$ cat src/rtl/kb_led_pkg.sv
package kb_led_pkg;
  typedef enum logic [2:0] {
    RX_IDLE,
    RX_START,
    RX_DATA,
    RX_STOP,
    RX_HOLD
  } rx_state_e;

  localparam logic [7:0] CMD_KBD_RESET = 8'h92;
  localparam logic [3:0] GRP_UPPER     = 4'hA;
  localparam logic [3:0] GRP_LOWER     = 4'hB;
  localparam int unsigned GRP_W        = 4;
  localparam int unsigned NUM_GRP      = 2;
  localparam int unsigned LED_W        = GRP_W * NUM_GRP;
endpackage

$ cat src/rtl/kb_uart_rx.sv
module kb_uart_rx
  import kb_led_pkg::*;
#(
  parameter int unsigned CLK_PER_TICK = 400,
  parameter int unsigned OVS          = 16,
  parameter int unsigned DATA_W       = 8
) (
  input  logic              clk_i,
  input  logic              rst_ni,
  input  logic              rxd_i,
  output logic              vld_o,
  output logic [DATA_W-1:0] data_o
);
  localparam int unsigned DIV_W = (CLK_PER_TICK > 1) ? $clog2(CLK_PER_TICK) : 1;
  localparam int unsigned OVS_W = $clog2(OVS);
  localparam int unsigned IDX_W = $clog2(DATA_W);
  localparam logic [DIV_W-1:0] DIV_LAST = DIV_W'(CLK_PER_TICK - 1);
  localparam logic [OVS_W-1:0] OVS_LAST = OVS_W'(OVS - 1);
  localparam logic [OVS_W-1:0] OVS_MID  = OVS_W'(OVS / 2 - 1);
  localparam logic [IDX_W-1:0] IDX_LAST = IDX_W'(DATA_W - 1);

  logic [1:0]        sync_q;
  logic              rx;
  rx_state_e         state_q;
  logic [DIV_W-1:0]  div_q;
  logic [OVS_W-1:0]  ovs_q;
  logic [IDX_W-1:0]  idx_q;
  logic [DATA_W-1:0] shift_q;
  logic              tick;

  assign rx   = sync_q[1];
  assign tick = (div_q == DIV_LAST);

  always_ff @(posedge clk_i or negedge rst_ni) begin
    if (!rst_ni) sync_q <= 2'b11;
    else         sync_q <= {sync_q[0], rxd_i};
  end

  always_ff @(posedge clk_i or negedge rst_ni) begin
    if (!rst_ni) begin
      state_q <= RX_IDLE;
      div_q   <= '0;
      ovs_q   <= '0;
      idx_q   <= '0;
      shift_q <= '0;
      vld_o   <= 1'b0;
      data_o  <= '0;
    end else begin
      vld_o <= 1'b0;
      if (state_q == RX_IDLE || state_q == RX_HOLD) div_q <= '0;
      else div_q <= tick ? '0 : div_q + 1'b1;
      unique case (state_q)
        RX_IDLE: begin
          ovs_q <= '0;
          idx_q <= '0;
          if (!rx) state_q <= RX_START;
        end
        RX_START: if (tick) begin
          if (ovs_q == OVS_MID) begin
            ovs_q   <= '0;
            state_q <= rx ? RX_IDLE : RX_DATA; // reject glitch
          end else ovs_q <= ovs_q + 1'b1;
        end
        RX_DATA: if (tick) begin
          if (ovs_q == OVS_LAST) begin
            ovs_q   <= '0;
            shift_q <= {rx, shift_q[DATA_W-1:1]};
            idx_q   <= idx_q + 1'b1;
            if (idx_q == IDX_LAST) state_q <= RX_STOP;
          end else ovs_q <= ovs_q + 1'b1;
        end
        RX_STOP: if (tick) begin
          if (ovs_q == OVS_LAST) begin
            ovs_q <= '0;
            if (rx) begin
              vld_o   <= 1'b1;
              data_o  <= shift_q;
              state_q <= RX_IDLE;
            end else state_q <= RX_HOLD; // framing error
          end else ovs_q <= ovs_q + 1'b1;
        end
        RX_HOLD: if (rx) state_q <= RX_IDLE;
        default: state_q <= RX_IDLE;
      endcase
    end
  end
endmodule

$ cat src/rtl/kb_led_dec.sv
module kb_led_dec
  import kb_led_pkg::*;
(
  input  logic             clk_i,
  input  logic             rst_ni,
  input  logic             vld_i,
  input  logic [7:0]       cmd_i,
  output logic [LED_W-1:0] leds_o,
  output logic             kbd_rst_o
);
  logic [NUM_GRP-1:0] grp_hit;

  // group 0 = lower latches (0xBx), group 1 = upper latches (0xAx)
  assign grp_hit[0] = vld_i && (cmd_i[7:4] == GRP_LOWER);
  assign grp_hit[1] = vld_i && (cmd_i[7:4] == GRP_UPPER);

  logic clr;
  assign clr = vld_i && (cmd_i == CMD_KBD_RESET);

  always_ff @(posedge clk_i or negedge rst_ni) begin
    if (!rst_ni) kbd_rst_o <= 1'b1;
    else         kbd_rst_o <= clr;
  end

  for (genvar g = 0; g < NUM_GRP; g++) begin : g_grp
    always_ff @(posedge clk_i or negedge rst_ni) begin
      if (!rst_ni)         leds_o[g*GRP_W +: GRP_W] <= '0;
      else if (clr)        leds_o[g*GRP_W +: GRP_W] <= '0;
      else if (grp_hit[g]) leds_o[g*GRP_W +: GRP_W] <= cmd_i[GRP_W-1:0];
    end
  end
endmodule

$ cat src/rtl/kb_led_ctrl.sv
module kb_led_ctrl
  import kb_led_pkg::*;
#(
  parameter int unsigned CLK_PER_TICK = 400
) (
  input  logic       clk_i,
  input  logic       rst_ni,
  input  logic       rxd_i,
  output logic [7:0] leds_o,
  output logic       kbd_rst_o
);
  logic       byte_vld;
  logic [7:0] byte_data;

  kb_uart_rx #(
    .CLK_PER_TICK(CLK_PER_TICK),
    .OVS         (16),
    .DATA_W      (8)
  ) u_rx (
    .clk_i (clk_i),
    .rst_ni(rst_ni),
    .rxd_i (rxd_i),
    .vld_o (byte_vld),
    .data_o(byte_data)
  );

  kb_led_dec u_dec (
    .clk_i    (clk_i),
    .rst_ni   (rst_ni),
    .vld_i    (byte_vld),
    .cmd_i    (byte_data),
    .leds_o   (leds_o),
    .kbd_rst_o(kbd_rst_o)
  );
endmodule

$ cat config.mk
export PLATFORM = sky130hd
export DESIGN_NAME = kb_led_ctrl
export DESIGN_NICKNAME = d
export VERILOG_FILES = /design/src/rtl/kb_led_pkg.sv /design/src/rtl/kb_uart_rx.sv /design/src/rtl/kb_led_dec.sv /design/src/rtl/kb_led_ctrl.sv
export SDC_FILE = /design/constraint.sdc
export NUM_CORES = 1
export LEC_CHECK = 0
export ABC_AREA = 1
export BUFFER_PORTS_ARGS = -buffer_cell sky130_fd_sc_hd__buf_2
export CORE_ASPECT_RATIO = 0.9
export CORE_MARGIN = 8
export CORE_UTILIZATION = 55
export DETAILED_ROUTE_END_ITERATION = 8
export GPL_ROUTABILITY_DRIVEN = 0
export PLACE_DENSITY_LB_ADDON = 0.08
export SLEW_MARGIN = 10
export SYNTH_ARGS = -nofsm -noshare
export SYNTH_HDL_FRONTEND = slang
export SYNTH_SLANG_ARGS = --single-unit
$ cat constraint.sdc
create_clock -name clk_i -period 1.89 [get_ports clk_i]
set_clock_uncertainty 0.05 [all_clocks]
set_input_delay 0.0945 -clock clk_i [delete_from_list [all_inputs] [get_ports clk_i]]
set_output_delay 0.0945 -clock clk_i [all_outputs]
set_load 0.05 [all_outputs]
== After elaboration in Yosys (flattened, before gate mapping) ==
Index checks and enable logic that the tools add are counted.

* Add/subtract/negate cells: 3
* $mul: 0
* Divide/modulo/power cells: 0
* $lt $le $gt $ge: 0
* Equal/unequal tests: 21
* Shift-type cells: 0
* Mux-type cells: 30
* Bitwise operators: 0
* Reduce and logical (&&, ||, !) cells: 15

{| class="wikitable"
|+ Operators with widths
! cell !! count
|-
| $mux W3 || 12
|-
| $mux W4 || 8
|-
| $mux W9 || 2
|-
| $ne A2 B1 Y1 const B || 9
|-
| $pmux W3 S5 || 1
|-
| $eq A4 B4 Y1 const B || 3
|-
| $pmux W4 S3 || 1
|-
| $add A9 B1 Y9 const B || 1
|-
| $eq A9 B9 Y1 const B || 1
|-
| $reduce_and A3 Y1 || 3
|-
| $reduce_and A9 Y1 || 1
|-
| $eq A8 B8 Y1 const B || 1
|-
| $eq A3 B2 Y1 const B || 2
|-
| $eq A3 B3 Y1 const B || 2
|-
| $pmux W3 S2 || 1
|-
| $reduce_bool A2 Y1 || 3
|-
| $add A4 B1 Y4 const B || 1
|-
| $eq A4 B3 Y1 const B || 1
|-
| $mux W1 || 4
|-
| $reduce_and A4 Y1 || 1
|-
| $add A3 B1 Y3 const B || 1
|-
| $eq A3 B1 Y1 const B || 1
|-
| $logic_and A1 B1 Y1 || 3
|-
| $logic_not A3 Y1 || 1
|-
| 5 further kinds || 5
|}

* Register bits: 47
* Bits in latches: 0
* Bits in writable memories: 0
* Bits in read-only memories: 0
* Input port bits: 3
* Output and inout port bits: 9
* Word-level logic and storage cells: 80
* Memories: 0

== Depth between registers and ports, before layout ==
* Depth in word-level cells: 5
* Gate-level depth with buffers: 11
* Depth with buffers taken out: 11

== Cells and area by module ==
Synthesis repeated with hierarchy kept, for this count alone.

* Cell total of the unflattened synthesis: 278
* Area, all modules: 2328.5 um^2

{| class="wikitable"
|+ Modules (own cells, without submodules)
! module !! instances !! cells an instance !! area each (um^2) !! seq. area each (um^2)
|-
| kb_uart_rx || 1 || 223 || 1888.1 || 953.4
|-
| kb_led_dec || 1 || 55 || 440.4 || 226.5
|}

== Least setup slack after synthesis ==
No wires, ideal clock.

* Path type: register to register
* Start point: register u_rx.div_q[0]
* End point: register u_rx.data_o[5]
* Setup time: 118 ps
* Arrival: 1290 ps
* Required time: 1722 ps
* Path slack: 432 ps
* Cell stages (with the launch flop): 10
* Buffers on the path: 1
* Clock period less this slack: 1458 ps
* Path through: dfrtp_1 > ha_1 > nand2_2 > nor2_8 > nand3_4 > inv_4 > nand3_4 > buf_6 > nand2_2 > o21ai_2

* Longest elaborated chain between the ends: 2

{| class="wikitable"
|+ RTL lines
! element !! line !! source
|-
| start, declared || kb_uart_rx.sv:25 || <nowiki>logic [DIV_W-1:0] div_q;</nowiki>
|-
| start signal, assigned || kb_uart_rx.sv:51 || <nowiki>else div_q <= tick ? '0 : div_q + 1'b1;</nowiki>
|-
| $eq A9 B9 Y1 || kb_uart_rx.sv:32 || <nowiki>assign tick = (div_q == DIV_LAST);</nowiki>
|-
| $reduce_and A4 Y1 (no source line) || - ||
|-
| end signal, assigned || kb_uart_rx.sv:77 || <nowiki>data_o <= shift_q;</nowiki>
|-
| end, declared || kb_uart_rx.sv:12 || <nowiki>output logic [DATA_W-1:0] data_o</nowiki>
|}

No other way between the ends.
A chain may end at the register's enable or synchronous reset.

== Worst setup path after layout ==
* Start point: register u_rx.div_q[0]
* End point: register u_rx.data_o[1]

The elaborated chain is that of the path after synthesis.

==> impl_metrics.py <==
metrics = {
    "outcome": {
        "outcome": "complete, no violations",
    },
    "clock_tree": {
        "path_clk_slew_ns": 0.09,
        "clock_latency_ns": 0.29,
        "cts_buffer_depth": 2,
        "cts_sinks": 47,
        "cts_root_buf": "clkbuf_8",
        "cts_buffers": 5,
        "postCtsSetupBuffers": 0,
        "cts_tree": "built",
        "cts.htree.levels": 2,
        "postCtsResizedCells": 0,
    },
    "sta": {
        "fin_crit_ns": 1.614,
        "rsz0062_at_grt": "false",
        "tightestPinTransition_ns": 0.3719,
        "final-max-slew-violation-count": 0,
        "fin_setup_tns_ns": 0,
        "fin_ws_ns": 0.2764,
        "maxSlewHeadroom": 0.7515,
        "hold_viol": 0,
        "max_freq_mhz": 619.7,
        "finalSetupViolations": 0,
        "hold_ws_ns": 0.1364,
        "period_share": 0.8538,
    },
    "die": {
        "die_area_mm2": 0.006694,
        "coreArea_mm2": 0.004129,
        "ios": 12,
        "fp-row-count": 22,
        "start_util": 0.5767,
        "die_width_um": 85.36,
        "fp.dieH_um": 78.42,
    },
    "route": {
        "wl_per_cell_um": 11.91,
        "wirelength_um": 3893,
        "vias": 1656,
        "ant_nets": 0,
        "vias_per_cell": 5.064,
        "drtIter0Drc": 110,
        "dr.pass1.iters": 6,
        "drc": 0,
    },
    "job": {
        "max_cap_viol_count": 0,
    },
    "synth": {
        "synth-simple-area-share": 0.3100,
        "syn_area_mm2": 0.002381,
        "ys.flop_type": "dfrtp_1",
        "synth_xor_area_frac": 0.01104,
        "synth.distinct_cells": 33,
        "async_reset_ff_frac": 1.000,
        "yosys_warnings": 0,
        "synth_compound_area_frac": 0.09459,
        "synth_mux_area_frac": 0,
        "synthAdderAreaFrac": 0.02102,
        "synth_edf_count": 0,
        "synth_nets": 266,
        "syn_inst": 259,
        "ys_seq_area_frac": 0.4955,
        "ys_ff_latch": 47,
        "synth_top_family_by_area": "simple AND/OR/NAND/NOR gates",
        "syn_avg_cell_area_um2": 9.193,
    },
    "finish": {
        "final_cell_mix": "nand2_1, dfrtp_1, nand3_1",
        "nets": 285,
        "syn2layout_area_growth_pct": 9.143,
        "drive_gt1_frac": 0.2867,
        "diodes": 0,
        "n_fill_cell": 352,
        "final_util": 0.6294,
        "layout_commonest_cell": "nand2_1",
    },
    "setup_path": {
        "reg2regPathDepth": 8,
        "critPathRequiredTime_ns": 2.02,
        "crit_end": "u_rx.data_o[1]$_DFFE_PN0P_",
        "critical_path_class": "flip-flop to flip-flop",
        "critical_path.startpoint": "u_rx.div_q[0]$_DFF_PN0_",
        "arrival_ns": 1.74,
        "reg2reg_to": "u_rx.data_o[1]$_DFFE_PN0P_",
        "worst_r2r_startpoint": "u_rx.div_q[0]$_DFF_PN0_",
        "cp-start-kind": "flip-flop",
        "cp-end-kind": "flip-flop",
        "crit_path_max_fanout": 16,
        "r2r_slack_ns": 0.28,
    },
    "pwr": {
        "p_leak_nw": 1.329,
        "vdd_drop_max_mv": 0.4741,
        "powerDensity_mw_per_mm2": 640.0,
        "power_frac_seq": 0.608,
        "p_comb_frac": 0.018,
        "pwr-share-clk": 0.375,
        "intPower_mw": 1.316,
        "switchingPower_mw": 0.3471,
        "p_sw_frac": 0.2087,
    },
    "grt": {
        "antenna_found_initial": 0,
        "grt_max_degree": 22,
        "grt_pass1_wl_um": 7203,
        "first_global_vias": 1598,
        "grt_usage": 0.1322,
        "grt-ovfl-total": 0,
    },
    "hold_path": {
        "hp-class": "primary input to asynchronous set/reset pin",
    },
    "placed_design": {
        "hpwl_um": 2946,
        "port_buffers": 11,
        "pre_cts_ws_ns": 0.2833,
    },
}
==> Yosys cell counts (4+ instances only) <==
| master | n | share of area |
|---|---|---|
| nand2_1 | 62 | 0.098 |
| dfrtp_1 | 44 | 0.46 |
| nand3_1 | 21 | 0.044 |
| inv_1 | 20 | 0.032 |
| nor2_1 | 16 | 0.025 |
| o21ai_2 | 16 | 0.059 |
| nand2_2 | 9 | 0.024 |
| a21oi_1 | 8 | 0.017 |
| inv_2 | 8 | 0.013 |
| nor2_4 | 7 | 0.033 |
| ha_1 | 4 | 0.021 |
| nand2_4 | 4 | 0.019 |
| nor2_2 | 4 | 0.011 |
==> critical path, cell delays in order, from the launching register on <==
cell	delay (ns)
dfrtp_1	0.39
ha_1	0.20
nand2_2	0.11
nor2_8	0.16
nand3_4	0.11
inv_4	0.10
nand3_4	0.20
nand2_1	0.13
o21ai_2	0.06
==> per-stage QoR <==
step	std cells	power (mW)	cell area, um^2
finish	327	1.663	2599
global route	327	1.728	2599
CTS	327	1.684	2599
detailed placement	317	1.059	2484
global placement	317	1.058	2484
floorplan	259	1.033	2381
==> how the worst min path moves through the flow <==
stage                     slack, ns   start                     endpoint
after detailed placement      -0.08  rst_ni  u_dec.leds_o[6]$_DFFE_PN0P_
after CTS                      0.13  rst_ni  u_dec.leds_o[6]$_DFFE_PN0P_
after floorplan               -0.25  rst_ni  u_dec.leds_o[0]$_DFFE_PN0P_
after global placement        -0.08  rst_ni  u_dec.leds_o[4]$_DFFE_PN0P_
final                          0.14  rst_ni  u_dec.leds_o[6]$_DFFE_PN0P_
after global routing           0.17  rst_ni  u_dec.leds_o[6]$_DFFE_PN0P_
==> timing repair <==
action / in CTS / in global routing
setup endpoints to repair: 0 / 0
endpoints found under the hold margin: 46 / 0
hold buffers: 2 / 0
==> layer usage <==
layer  track usage  up-vias  wire [um]
met1        0.1856      752       2112
met3       0.03434        5        166
met5             0        -          0
li1              -      871          -
met4       0.04720        0         39
met2        0.1919       28       1575
==> flip-flops by register name, indices dropped and copies added (netlist names), 2 cells and up <==
name,count
u_rx.ovs_q,4
u_dec.leds_o,8
u_rx.idx_q,3
u_rx.shift_q,8
u_rx.div_q,9
u_rx.data_o,8
u_rx.state_q,3
u_rx.sync_q,2
==> power by group through the flow <==
stage / clock network [mW] / registers, mW / logic [mW]
after global routing: 0.681 / 1.01 / 0.0357
after global placement: 0 / 1.03 / 0.0280
after CTS: 0.642 / 1.01 / 0.0315
after detailed placement: 0 / 1.03 / 0.0284
after floorplan: 0 / 1.03 / 0.00253
final: 0.623 / 1.01 / 0.0297
==> logic make-up (layout without fill, tap and decap cells) <==
group	Yosys count	in the layout
flip-flops	47	47
AO/OA/AOI/OAI	32	32
XOR/XNOR	3	3
buffers and inverters	36	56
adder cells (fa/ha/maj)	4	4
AND/OR/NAND/NOR	137	137
==> layout make-up <==
type / instances / area (um^2) / share of cell area
well taps: 48 / 60.06 / 0.02311
repair buffers: 15 / 90.09 / 0.03467
inverters: 33 / 133.9 / 0.05152
multi-input cells: 176 / 1040 / 0.4001
flip-flops and latches: 47 / 1180 / 0.4540
clock buffers: 7 / 86.33 / 0.03322
clock inverters: 1 / 8.758 / 0.003370
Note: power is estimated with default switching activity, not from simulation.
